**src/rtl/dcds_pkg.sv**
```systemverilog
package dcds_pkg;

    localparam int unsigned NUM_WIN   = 3;
    localparam int unsigned WIN_BASE  = 0;
    localparam int unsigned WIN_SIG   = 1;
    localparam int unsigned WIN_BASE2 = 2;

    // true when idx falls inside [first, first+len)
    function automatic logic idx_in_window(input int unsigned idx,
                                           input int unsigned first,
                                           input int unsigned len);
        return (idx >= first) && (idx < first + len);
    endfunction

endpackage

```
**src/rtl/dcds_win_acc.sv**
```systemverilog
module dcds_win_acc #(
    parameter int unsigned DATA_W = 12,
    parameter int unsigned SUM_W  = 18
) (
    input  logic              clk,
    input  logic              rst_n,
    input  logic              clr,
    input  logic              add,
    input  logic [DATA_W-1:0] smp,
    output logic [SUM_W-1:0]  sum_nxt
);

    logic [SUM_W-1:0] sum_d, sum_q;

    always_comb begin
        sum_d = sum_q;
        if (clr) begin
            sum_d = '0;
        end else if (add) begin
            sum_d = sum_q + SUM_W'(smp);
        end
    end

    always_ff @(posedge clk or negedge rst_n) begin
        if (!rst_n) begin
            sum_q <= '0;
        end else begin
            sum_q <= sum_d;
        end
    end

    assign sum_nxt = sum_d;

endmodule

```
**src/rtl/dcds_rep_acc.sv**
```systemverilog
module dcds_rep_acc #(
    parameter int unsigned CDS_W = 20,
    parameter int unsigned REP_W = 4,
    parameter int unsigned OUT_W = 24
) (
    input  logic                    clk,
    input  logic                    rst_n,
    input  logic                    abort,
    input  logic                    read_done,
    input  logic signed [CDS_W-1:0] cds,
    input  logic [REP_W-1:0]        cfg_reads,
    output logic                    out_valid,
    output logic signed [OUT_W-1:0] out_amp
);

    typedef struct packed {
        logic [REP_W-1:0]        cnt;
        logic signed [OUT_W-1:0] acc;
        logic                    vld;
        logic signed [OUT_W-1:0] amp;
    } rep_t;

    rep_t rep_d, rep_q;
    logic signed [OUT_W-1:0] total;
    logic                    last_read;

    always_comb begin
        rep_d     = rep_q;
        rep_d.vld = 1'b0;
        total     = rep_q.acc + {{(OUT_W-CDS_W){cds[CDS_W-1]}}, cds};
        last_read = ({1'b0, rep_q.cnt} + 1'b1) >= {1'b0, cfg_reads};
        if (abort) begin
            rep_d.cnt = '0;
            rep_d.acc = '0;
        end else if (read_done) begin
            if (last_read) begin
                rep_d.vld = 1'b1;
                rep_d.amp = total;
                rep_d.cnt = '0;
                rep_d.acc = '0;
            end else begin
                rep_d.acc = total;
                rep_d.cnt = rep_q.cnt + 1'b1;
            end
        end
    end

    always_ff @(posedge clk or negedge rst_n) begin
        if (!rst_n) begin
            rep_q <= '0;
        end else begin
            rep_q <= rep_d;
        end
    end

    assign out_valid = rep_q.vld;
    assign out_amp   = rep_q.amp;

endmodule

```
**src/rtl/dcds_engine.sv**
```systemverilog
module dcds_engine
    import dcds_pkg::*;
#(
    parameter int unsigned DATA_W = 12,
    parameter int unsigned IDX_W  = 8,
    parameter int unsigned LEN_W  = 6,
    parameter int unsigned REP_W  = 4,
    localparam int unsigned SUM_W = DATA_W + LEN_W,
    localparam int unsigned CDS_W = SUM_W + 2,
    localparam int unsigned OUT_W = CDS_W + REP_W
) (
    input  logic                    clk,
    input  logic                    rst_n,
    input  logic                    pix_start,
    input  logic                    smp_valid,
    input  logic [DATA_W-1:0]       smp_data,
    input  logic [IDX_W-1:0]        cfg_base_first,
    input  logic [IDX_W-1:0]        cfg_sig_first,
    input  logic [IDX_W-1:0]        cfg_base2_first,
    input  logic [LEN_W-1:0]        cfg_win_len,
    input  logic                    cfg_dual,
    input  logic [REP_W-1:0]        cfg_reads,
    output logic                    amp_valid,
    output logic signed [OUT_W-1:0] amp_out,
    output logic                    err_flag
);

    typedef struct packed {
        logic             busy;
        logic [IDX_W-1:0] idx;
        logic             err;
    } ctl_t;

    ctl_t ctl_d, ctl_q;

    logic [IDX_W-1:0]   win_first [NUM_WIN];
    logic [NUM_WIN-1:0] win_add;
    logic [SUM_W-1:0]   win_sum [NUM_WIN];
    logic               clr_all, abort, read_done;
    int                 last_idx;
    logic               busy_mon;

    assign win_first[WIN_BASE]  = cfg_base_first;
    assign win_first[WIN_SIG]   = cfg_sig_first;
    assign win_first[WIN_BASE2] = cfg_base2_first;

    // sequencing of one read: strobe, index count, window hits, close
    always_comb begin
        ctl_d     = ctl_q;
        clr_all   = 1'b0;
        abort     = 1'b0;
        read_done = 1'b0;
        win_add   = '0;
        last_idx  = int'(cfg_dual ? cfg_base2_first : cfg_sig_first)
                  + int'(cfg_win_len) - 1;
        if (pix_start) begin
            clr_all = 1'b1;
            if (ctl_q.busy) begin
                abort     = 1'b1;
                ctl_d.err = 1'b1;
            end
            ctl_d.busy = 1'b1;
            ctl_d.idx  = '0;
        end else if (smp_valid && ctl_q.busy) begin
            for (int w = 0; w < NUM_WIN; w++) begin
                win_add[w] = idx_in_window(int'(ctl_q.idx), int'(win_first[w]),
                                           int'(cfg_win_len));
            end
            win_add[WIN_BASE2] = win_add[WIN_BASE2] & cfg_dual;
            if (int'(ctl_q.idx) == last_idx) begin
                read_done  = 1'b1;
                ctl_d.busy = 1'b0;
            end else begin
                ctl_d.idx = ctl_q.idx + 1'b1;
            end
        end
    end

    always_ff @(posedge clk or negedge rst_n) begin
        if (!rst_n) begin
            ctl_q <= '0;
        end else begin
            ctl_q <= ctl_d;
        end
    end

    for (genvar g = 0; g < NUM_WIN; g++) begin : g_win
        dcds_win_acc #(
            .DATA_W(DATA_W),
            .SUM_W (SUM_W)
        ) u_acc (
            .clk    (clk),
            .rst_n  (rst_n),
            .clr    (clr_all),
            .add    (win_add[g]),
            .smp    (smp_data),
            .sum_nxt(win_sum[g])
        );
    end

    // both modes land on twice the per-sample scale
    logic [SUM_W:0]          base_tot, sig_dbl;
    logic signed [CDS_W-1:0] cds;

    always_comb begin
        base_tot = cfg_dual ? ({1'b0, win_sum[WIN_BASE]} + {1'b0, win_sum[WIN_BASE2]})
                            : {win_sum[WIN_BASE], 1'b0};
        sig_dbl  = {win_sum[WIN_SIG], 1'b0};
        cds      = $signed({1'b0, base_tot}) - $signed({1'b0, sig_dbl});
    end

    dcds_rep_acc #(
        .CDS_W(CDS_W),
        .REP_W(REP_W),
        .OUT_W(OUT_W)
    ) u_rep (
        .clk      (clk),
        .rst_n    (rst_n),
        .abort    (abort),
        .read_done(read_done),
        .cds      (cds),
        .cfg_reads(cfg_reads),
        .out_valid(amp_valid),
        .out_amp  (amp_out)
    );

    assign err_flag = ctl_q.err;
    assign busy_mon = ctl_q.busy;

endmodule

```
**config.mk**
```make
export PLATFORM = sky130hd
export DESIGN_NAME = dcds_engine
export DESIGN_NICKNAME = d
export VERILOG_FILES = /design/src/rtl/dcds_pkg.sv /design/src/rtl/dcds_win_acc.sv /design/src/rtl/dcds_rep_acc.sv /design/src/rtl/dcds_engine.sv
export SDC_FILE = /design/constraint.sdc
export NUM_CORES = 1
export LEC_CHECK = 0
export ABC_AREA = 1
export BUFFER_PORTS_ARGS = -buffer_cell sky130_fd_sc_hd__buf_2
export CORE_ASPECT_RATIO = 0.75
export CORE_MARGIN = 3
export CORE_UTILIZATION = 55
export CTS_CLUSTER_SIZE = 30
export DETAILED_ROUTE_END_ITERATION = 10
export HOLD_SLACK_MARGIN = 0.02
export PLACE_DENSITY = 0.84
export SETUP_SLACK_MARGIN = 0.4
export SYNTH_ARGS = -nofsm -noshare
export SYNTH_HDL_FRONTEND = slang
export SYNTH_SLANG_ARGS = --single-unit
```
**constraint.sdc**
```tcl
create_clock -name clk -period 14.2 [get_ports clk]
set_input_delay 2.13 -clock clk [delete_from_list [all_inputs] [get_ports clk]]
set_output_delay 2.13 -clock clk [all_outputs]
set_load 0.05 [all_outputs]
```
# --- Yosys cells after proc, flatten, opt, wreduce, memory -nomap -nowiden ---
# Index checks and enable logic that the tools add are counted.
word_totals:
  wordCells: 71
  reg_bits: 117
  output_inout_bits: 26
op_classes:
  n_bitwise: 2
  mux: 25
  reduce_logical: 11
  magnitude_cmp: 7
  add_sub_neg: 14
  eq_ne: 2
ops:
  columns: ["cell", "count"]
  rows:
  - ["$mux 18", 6]
  - ["$mux 28", 2]
  - ["$add 18x12->18", 3]
  - ["$mux 53", 1]
  - ["$mux 25", 2]
  - ["$add 8x6->9", 4]
  - ["$lt 8x9->1", 3]
  - ["$add 24x24->24", 1]
  - ["$ge 8x8->1", 3]
  - ["$sub 19x19->20", 1]
  - ["$add 18x18->19", 1]
  - ["$mux 19", 1]
  - ["$mux 9", 2]
  - ["$mux 8", 2]
  - ["$eq 9x10->1", 1]
  - ["$sub 9x1->10 const B", 1]
  - ["$add 8x1->8 const B", 1]
  - ["$mux 1", 7]
  - ["$mux 3", 2]
  - ["$reduce_and 2->1", 3]
  - ["$reduce_bool 2->1", 3]
  - ["$add 4x1->5 const B", 1]
  - ["$ge 5x4->1", 1]
  - ["$add 4x1->4 const B", 1]
  - ["other kinds (5)", 8]

# --- Depth between registers and ports, before layout ---
# Gate-level depths: netlist (run 1).
depth:
  word_depth: 15
  depth_mapped: 52
  depth_no_buf: 51

# --- Hierarchy ---
# Synthesis (run 1) repeated with hierarchy kept, for this count alone.
unflattened:
  hier_cells: 2197
  area_unflattened_um2: 14052.2
modules_own_cells:
  columns: ["mod", "seq_area_each_um2", "area_per_inst_um2", "n_inst", "cells_per_inst"]
  rows:
  - ["dcds_engine", 250.2, 5306.3, 1, 856]
  - ["dcds_rep_acc", 1326.3, 4105.2, 1, 609]
  - ["dcds_win_acc at g_win[0].u_acc ...", 450.4, 1545.2, 2, 244]
  - ["dcds_win_acc at g_win[2].u_acc", 450.4, 1550.2, 1, 244]

# --- Least setup slack after synthesis (run 1) ---
# Ideal clock, no wire load.
synth_timing:
  path_kind: "input port to flip-flop"
  startpoint: "input cfg_base_first[0]"
  endpoint: "register u_rep.rep_q, in the netlist u_rep.out_amp[22]"
  t_arrival_ns: 8.520
  cell_stages: 47
  slack_ns: 5.614
  setup_ns: 0.066
  path_cell_list: "ha_1 > fa_1 > nand3_1 > nand3_2 > a31oi_1 > xor2_1 > ha_1 > a21o_1 > nand4_1 > nand2_1 > nor2_2 > nand2_1 > nor2_2 > nand2_1 > nand3_1 > inv_1 > ha_1 > fa_1 > [11 not listed] > a21boi_0 > nand3_1 > nand3_1 > nand2_1 > nand4_1 > nand2_1 > xor2_1 > ha_1 > nand2_1 > inv_1 > nand2_1 > nor4_1 > o21ai_0 > nand3_1 > nand2_1 > nand2_1 > nand4_1 > nand2_1"
synth_via:
  elab_chain_len: 11
  word_cells_on_any_way: 12
  cone_classes: "add/sub: 4; order compare: 2; mux: 5; reduce/logical: 1"
synth_rtl:
  columns: ["item", "line", "text"]
  rows:
  - ["from (decl)", "dcds_engine.sv:17", "input logic [IDX_W-1:0] cfg_base_first,"]
  - ["$add 8x6->9", "dcds_pkg.sv:12", "return (idx >= first) && (idx < first + len);"]
  - ["$lt 8x9->1", "dcds_pkg.sv:12", null]
  - ["$logic_and 1x1->1 *", "dcds_pkg.sv:12", null]
  - ["$mux 3 *", "dcds_engine.sv:64", "end else if (smp_valid && ctl_q.busy) begin"]
  - ["$mux 3 *", "dcds_engine.sv:56", "if (pix_start) begin"]
  - ["$mux 18 *", "dcds_win_acc.sv:19", "end else if (add) begin"]
  - ["$mux 18 *", "dcds_win_acc.sv:17", "if (clr) begin"]
  - ["via g_win[0].u_acc.sum_nxt[0]", "dcds_win_acc.sv:10", "output logic [SUM_W-1:0] sum_nxt"]
  - ["$add 18x18->19", "dcds_engine.sv:106", "base_tot = cfg_dual ? ({1'b0, win_sum[WIN_BASE]} + {1'b0, win_sum[WIN_BASE2]})"]
  - ["$mux 19 *", "dcds_engine.sv:106", null]
  - ["$sub 19x19->20 *", "dcds_engine.sv:109", "cds = $signed({1'b0, base_tot}) - $signed({1'b0, sig_dbl});"]
  - ["$add 24x24->24 *", "dcds_rep_acc.sv:30", "total = rep_q.acc + {{(OUT_W-CDS_W){cds[CDS_W-1]}}, cds};"]
  - ["to (signal assigned)", "dcds_rep_acc.sv:52", "rep_q <= rep_d;"]
  - ["to (decl)", "dcds_rep_acc.sv:23", "rep_t rep_d, rep_q;"]
# Mark *: on every way through the listed nets, which the timed path passes. The rest lies on a longest branch.
# A chain may end at the register's enable or synchronous reset.

# --- Final worst setup path (run 1) ---
layout_timing:
  startpoint: "input cfg_win_len[0]"
  endpoint: "register u_rep.rep_q[48] in the netlist's numbering"
layout_via:
  elab_chain_len: 15
  word_cells_on_any_way: 32
  cone_classes: "add/sub: 8; order compare: 3; eq/ne: 1; mux: 15; bitwise: 1; reduce/logical: 4"
layout_rtl:
  columns: ["item", "line", "text"]
  rows:
  - ["from (decl)", "dcds_engine.sv:20", "input logic [LEN_W-1:0] cfg_win_len,"]
  - ["$add 8x6->9", "dcds_pkg.sv:12", null]
  - ["$lt 8x9->1", "dcds_pkg.sv:12", null]
  - ["$logic_and 1x1->1", "dcds_pkg.sv:12", null]
  - ["$and 1x1->1", "dcds_engine.sv:69", "win_add[WIN_BASE2] = win_add[WIN_BASE2] & cfg_dual;"]
  - ["$mux 3", "dcds_engine.sv:64", null]
  - ["$mux 3", "dcds_engine.sv:56", null]
  - ["$mux 18", "dcds_win_acc.sv:19", null]
  - ["$mux 18", "dcds_win_acc.sv:17", null]
  - ["via g_win[2].u_acc.sum_nxt[3]", "dcds_win_acc.sv:10", null]
  - ["$add 18x18->19", "dcds_engine.sv:106", null]
  - ["$mux 19", "dcds_engine.sv:106", null]
  - ["$sub 19x19->20", "dcds_engine.sv:109", null]
  - ["$add 24x24->24", "dcds_rep_acc.sv:30", null]
  - ["$mux 28", "dcds_rep_acc.sv:36", "if (last_read) begin"]
  - ["$mux 53", "dcds_rep_acc.sv:35", "end else if (read_done) begin"]
  - ["$mux 28", "dcds_rep_acc.sv:32", "if (abort) begin"]
# The timed path passes the listed nets, and every way through them passes these cells. The select of a mux whose other input is x is not followed.

==> metrics.md, run 1 <==
| Metric | Value |
|---|---|
| CP most frequent cell | nand2_1 |
| Largest net degree at the start of global routing | 80 |
| HPWL after DPL | ~32000 microns |
| Starting DRT DRC Count | 1482 |
| Compound-Gate Fraction of Synth Area | 10.78% |
| Syn Std Cell Area | 13960 sq um |
| CTS buffer count | 17 |
| GR Util All Layers | 30.04% |
| Seq cells post-synth | 117 |
| Vias in the first global route | 13.29k |
| Setup Buffers After CTS | 0 |
| Simple-gate area share of the yosys netlist | between 30% and 40% |
| Vias per inst | 5.759 |
| Largest cells by area after synthesis | dfrtp_1 21%, ha_1 16%, nand2_1 15% |
| Die Ht | 144.0 microns |
| Area share of the largest cell type after synthesis | 20.98% |
| H-tree depth | 4 |
| Post-Synth XOR/XNOR Area | 6.777% |
| PortBufs | 76 |
| Post-synth net total | 2329 |
| Mux contribution to synthesized area | less than 1% |
| CP peak stage delay | approximately 0.6 ns |
| WS Path Type | input pin to flop |
| Synthesis-to-finish area growth | 7.897% |
| Max Transition Viols Final | 0 |
| Commonest non-fill, non-tap cells in the layout | 546 x nand2_1, 269 x inv_1, 180 x ha_1, 166 x nor2_1, 165 x nand3_1 |
| CTS sink count | 117 |
| Slowest CP cell | nor2_2 |
| Die area | roughly 27000 sq um |
| CTS clock-pin slew for the worst setup and hold paths | 0.06 ns |
| Clock buffer depth | 2 |
| Worst EP arrival | 10.28 ns |
| WP data required | roughly 15 ns |
| Setup-failing EPs final | 0 |
| Worst Setup End Kind | flop |
| Final hold vios | 0 |
| Fillcell total | approximately 2.3k |
| Ys flop type | dfrtp_1 |
| FFs w/ async S/R, synth | 100.0% |
| Leak | roughly 8.8 nW |
| Synth unique cells | 44 |
| Most common cell after layout, fill and taps aside | nand2_1 |
| Syn avg cell area | 6.684 sq um |
| Post-synth top area cell | dfrtp_1 |
| Post-route minimum period | 9.968 ns |
| Gate Count Post-Synth | 2088 |
| Final Cycle Share | 70.20% |
| Core outline area | 24460 sq um |
| Max-cap violations | 0 |
| Hold_buf cts | 0 |
| Seq/Total Area, Yosys | 20.98% |
| Number of synthesized flops with an enable pin | 0 |
| Layout Nets | 2362 |
| Clk_lat worst skew | 0.43 ns |
| Status | complete, no violations |
| Num rows | 49 |
| Slew @ Worst Pin | 1.041 ns |
| Adder-cell share of the synthesized area | 17.57% |
| CP startpoint kind | input pin |
| PwrDens | ~73 nW/um^2 |
| Routed vias | between 10k and 15k |
| # diodes | 0 |
| Tot Pwr | ~0.0011 W |
| Routed wire per std cell | about 17 microns |
| Initial Util | 57.06% |
| Antenna violations before repair | 0 |
| Maximum vdd drop | ~53 uV |
| Clk_skew | 0.01104 ns |
| GP Congestion | 1.009 |
| I/O Pins | slightly below 80 |
| DRT Pass-1 Iters | 5 |
| Slew HR | 30.58% |
| Setup TNS | 0 ns |
| Area after DPL | 14390 sq um |
| Remaining Overflow, GRT | 0 |
| Post-cts sizing count | 0 |
| Clk root buf | clkbuf_16 |
| Design area | 15060 sq um |
| First-pass GRT wire length | roughly 66000 microns |
| Die X | 189.9 microns |
| RSZ-0062 raised after global routing | no |
| Critical-path maximum fanout | 22 |
| Hold WC Path Type | flop to flop |
| FMAX | 0.1003 GHz |
| Largest family of logic cells by synthesized area | simple AND/OR/NAND/NOR gates |
| Share of cells above drive strength 1 | under 10% |
| CTS tree | yes |
| ANT nets after route | 0 |
| Post-route DRC | 0 |
| Ys Warns | 0 |
| Worst hold slack | 0.4686 ns |
| Post-Route WL | 41070 microns |
[cell families (layout without fill, tap and decap cells)]
family | Yosys count | after routing
DFF | 117 | 117
muxes | 1 | 1
buffers and inverters | 348 | 394
AOI/OAI and AO/OA | 277 | 277
and+or+nand+nor | 1047 | 1047
adders and majority gates | 190 | 190
xor gates and xnor gates | 108 | 108
[final timing paths]
check	from	to	slack, ns	depth (start not counted)
worst max-delay path	cfg_win_len[0]	u_rep.rep_q[48]	4.23	47
worst min-delay path	u_rep.out_amp[5]	u_rep.out_amp[5]	0.47	2
worst max register to register	ctl_q[8]	u_rep.rep_q[48]	6.55	41
worst min register to register	u_rep.out_amp[5]	u_rep.out_amp[5]	0.47	2
max in group asynchronous	rst_n	g_win[2].u_acc.sum_q[11]	11.09	2
min in group asynchronous	rst_n	u_rep.out_amp[5]	1.67	1
[power by group]
group,switching [W],total (W),internal (W)
logic,0.000171,0.000259,0.0000875
clock network,0.000174,0.000498,0.000323
registers,0.00000494,0.000341,0.000336
[critical path, delay by kind of cell]
family / cells / cell delay, ns
AND/OR/NAND/NOR: 26 / 3.76
AO/OA/AOI/OAI: 9 / 1.70
XOR/XNOR: 1 / 0.17
buffers and inverters: 5 / 0.51
adder cells (fa/ha/maj): 6 / 1.99
[synth_stat cells (10+ instances only)]
master    number
xor2_1        68
fa_1          10
a21oi_1      133
nor2_1       166
inv_1        269
o21ai_0       82
nor3_1        16
clkbuf_1      25
nand3_1      165
a21o_1        16
nand2_1      546
dfrtp_1      117
o21ai_1       11
buf_4         28
nand4_1      104
nand3_2       11
ha_1         180
xnor2_1       40
[per-layer routing]
layer	up-vias	routed length (microns)	GRT usage, %
met3	73	3862	6.194
li1	6947	-	-
met4	0	803	8.554
met5	-	0	0
met1	6527	19200	43.49
met2	650	17210	45.41
[registers in the layout, summed over array words and instances (netlist names)]
name and count:
g_win.u_acc.sum_q 54, err_flag 1, busy_mon 1, u_rep.rep_q 28, u_rep.out_amp 24, ctl_q 8, u_rep.out_valid 1
[layout make-up]
type,count,area (sq um),area share [%]
inverter,277,1040,6.904
sequential,117,2928,19.44
multi-input combinational,1623,9555,63.45
timing repair buffer,85,450.4,2.991
clock inverter,13,219.0,1.454
tap,331,414.1,2.750
clock buffer,19,452.9,3.008
[metrics by stage]
stage	setup slack (ns)	std cells	utilization, %
floorplan	5.614	2088	-
finish	4.232	2465	61.56
detailed placement	4.119	2433	58.82
global route	3.370	2465	61.56
global placement	4.471	2433	58.82
CTS	4.439	2465	61.56
Note: power is estimated with default switching activity, not from simulation.
==> run 2: changes to the inputs <==
--- a/config.mk
+++ b/config.mk
@@ -13,7 +13,7 @@
 export CTS_CLUSTER_SIZE = 30
 export DETAILED_ROUTE_END_ITERATION = 10
 export HOLD_SLACK_MARGIN = 0.02
-export PLACE_DENSITY = 0.84
+export PLACE_DENSITY = 0.87
 export SETUP_SLACK_MARGIN = 0.4
 export SYNTH_ARGS = -nofsm -noshare
 export SYNTH_HDL_FRONTEND = slang
==> constraint.sdc (replaced) <==
create_clock -name clk -period 8.5 [get_ports clk]
set_input_delay 1.275 -clock clk [delete_from_list [all_inputs] [get_ports clk]]
set_output_delay 1.275 -clock clk [all_outputs]
set_load 0.05 [all_outputs]
==> run 2 against run 1 <==
Cell count is 2.2% higher. Register-to-register slack got worse by 4.9 ns. Sequential share of layout area shrank 1.3 points. Critical path depth decreased by 1. Combinational power up 89%. Via count up 5.0%. Sequential power grew 67%. Global-route usage decreased by 0.10 points. Flip-flop and latch count unchanged. Clock skew decreased by 0.00067 ns. Routed wire length is 6.2% higher.
==> metrics.md, run 2 (synthesis gave the netlist of run 1 again) <==
| Metric | Value |
|---|---|
| Vias per inst | 5.916 |
| CP peak stage delay | approximately 0.37 ns |
| Vias in the first global route | around 13k |
| Final Cycle Share | 92.91% |
| Setup TNS | 0 ns |
| CTS tree | yes |
| I/O Pins | slightly below 80 |
| Worst hold slack | 0.4642 ns |
| Slew @ Worst Pin | 0.9538 ns |
| Die Ht | 144.0 microns |
| CP startpoint kind | input pin |
| GP Congestion | 1.046 |
| WP data required | 8.86 ns |
| Antenna violations before repair | 0 |
| Routed wire per std cell | 17.30 microns |
| Share of cells above drive strength 1 | 14.76% |
| Remaining Overflow, GRT | 0 |
| Endpoint of the worst register-to-register path | u_rep.rep_q[42] |
| Worst Setup End Kind | flop |
| R2R setup slack | 1.60 ns |
| Starting DRT DRC Count | 1877 |
| Layout Nets | around 2.4k |
| Setup-failing EPs final | 0 |
| First-pass GRT wire length | 66560 microns |
| Status | complete, no violations |
| CP most frequent cell | nand2_1 |
| Final cell count without fillers | 2520 |
| Core outline area | 24460 sq um |
| Post-route minimum period | 7.897 ns |
| PortBufs | 76 |
| Leak | 9.123 nW |
| Hold WC Path Type | flop to flop |
| Slew HR | 36.42% |
| Synthesis-to-finish area growth | 15.37% |
| Clk root buf | clkbuf_16 |
| HPWL after DPL | 32390 microns |
| Post-route DRC | 0 |
| Maximum vdd drop | 93.70 uV |
| CTS buffer count | 17 |
| Die area | 27340 sq um |
| RSZ-0062 raised after global routing | yes |
| Cell depth of the worst min-delay path | 2 |
| Max Transition Viols Final | 0 |
| Max reg flops | 54 |
| Placed cell count | ~2.5k |
| Die X | between 150 and 200 microns |
| Critical-path maximum fanout | 6 |
| ANT nets after route | 0 |
| Largest net degree at the start of global routing | 73 |
| Tot Pwr | 0.001809 W |
| Worst flop-to-flop path startpoint | ctl_q[8] |
| Worst-case reg-to-reg path depth | 40 |
| Clk_skew | 0.01037 ns |
| Hold Path Origin | u_rep.out_amp[19] |
| Final hold vios | 0 |
| WHS Endpoint | u_rep.out_amp[19] |
| Commonest non-fill, non-tap cells in the layout | 528 x nand2_1, 263 x inv_1, 162 x ha_1, 152 x nand3_1, 150 x nor2_1 |
| PwrDens | between 100 and 150 nW/um^2 |
| Worst EP arrival | 8.26 ns |
| WS Path Type | input pin to flop |
| CTS clock-pin slew for the worst setup and hold paths | roughly 0.06 ns |
| Initial Util | 57.06% |
| Slowest CP cell | fa_2 |
| Post-Route WL | 43610 microns |
| CTS sink count | 117 |
| DRT Pass-1 Iters | 6 |
| # diodes | 0 |
| Most common cell after layout, fill and taps aside | nand2_1 |
| GR Util All Layers | 29.94% |
| Max-cap violations | 0 |
| Routed vias | 14.91k |
| Clock buffer depth | 2 |
| FMAX | approximately 0.13 GHz |
| Top reg by flops | g_win.u_acc.sum_q |
| Num rows | roughly 50 |
| Clk_lat worst skew | 0.43 ns |
| H-tree depth | 4 |
[run 2: cell types whose count changed in the layout (fill, tap and decap cells not counted), moves of 14 or more]
cell	previous run	this run
a21oi_2	0	15
ha_4	0	15
buf_4	10	61
a21oi_1	133	115
nor2_1	166	150
ha_1	180	162
nand2_1	546	528
nand2_2	3	17
[run 2: worst max-delay path by stage]
stage                       start                end  depth (start not counted)
2_1_floorplan   cfg_base_first[0]  u_rep.out_amp[22]                         47
3_3_place_gp       cfg_win_len[0]  u_rep.out_amp[20]                         45
3_5_place_dp       cfg_win_len[0]  u_rep.out_amp[22]                         48
4_1_cts         cfg_base_first[0]  u_rep.out_amp[18]                         47
5_1_grt        cfg_base2_first[0]  u_rep.out_amp[17]                         46
6_report       cfg_base2_first[0]    u_rep.rep_q[42]                         46
[run 2: worst max-delay path: cells and delay by family]
| family | cells | cell delay, ns |
|---|---|---|
| AOI/OAI and AO/OA | 13 | 2.16 |
| and+or+nand+nor | 19 | 2.02 |
| adders and majority gates | 6 | 1.73 |
| xor gates and xnor gates | 3 | 0.54 |
| buffers and inverters | 5 | 0.52 |
[run 2: per-layer routing]
| metal | vias up | share of wire, % | track usage, % |
|---|---|---|---|
| met5 | - | 0 | 0 |
| met4 | 0 | 2.7 | 8.826 |
| met3 | 123 | 12 | 5.438 |
| met2 | 851 | 42 | 45.21 |
| met1 | 6877 | 44 | 43.75 |
| li1 | 7057 | - | - |
[run 2: repair_timing]
action                                  in CTS  in global routing
endpoints found under the setup margin      12                 30
resized for setup                           12                157
setup buffers                                2                 29
pin swaps                                    4                 80
hold buffers                                 0                  0
gates cloned                                 0                  2
[run 2: cell type report]
type                            count  area, sq um
Sequential cell                   117         2928
Inverter                          277         1040
Fill cell                        2101         8359
Multi-Input combinational cell   1624        10200
Timing Repair Buffer              139        918.4
Tap cell                          331        414.1
Clock inverter                     12        153.9
Clock buffer                       20        446.7
[run 2: power by group]
group / total [W] / internal (W) / switching, W
Sequential: 0.000569 / 0.000561 / 0.00000782
Combinational: 0.000489 / 0.000175 / 0.000314
Clock: 0.000752 / 0.000468 / 0.000283
Total: 0.00181 / 0.00120 / 0.000605
[run 2: metrics by stage]
stage	util, %	cell area (sq um)	setup WS (ns)
floorplan	-	13960	0.7685
global placement	59.54	14570	-0.03112
detailed placement	59.54	14570	-0.2632
CTS	62.18	15210	0.4026
global route	65.83	16100	0.1862
finish	65.83	16100	0.6027
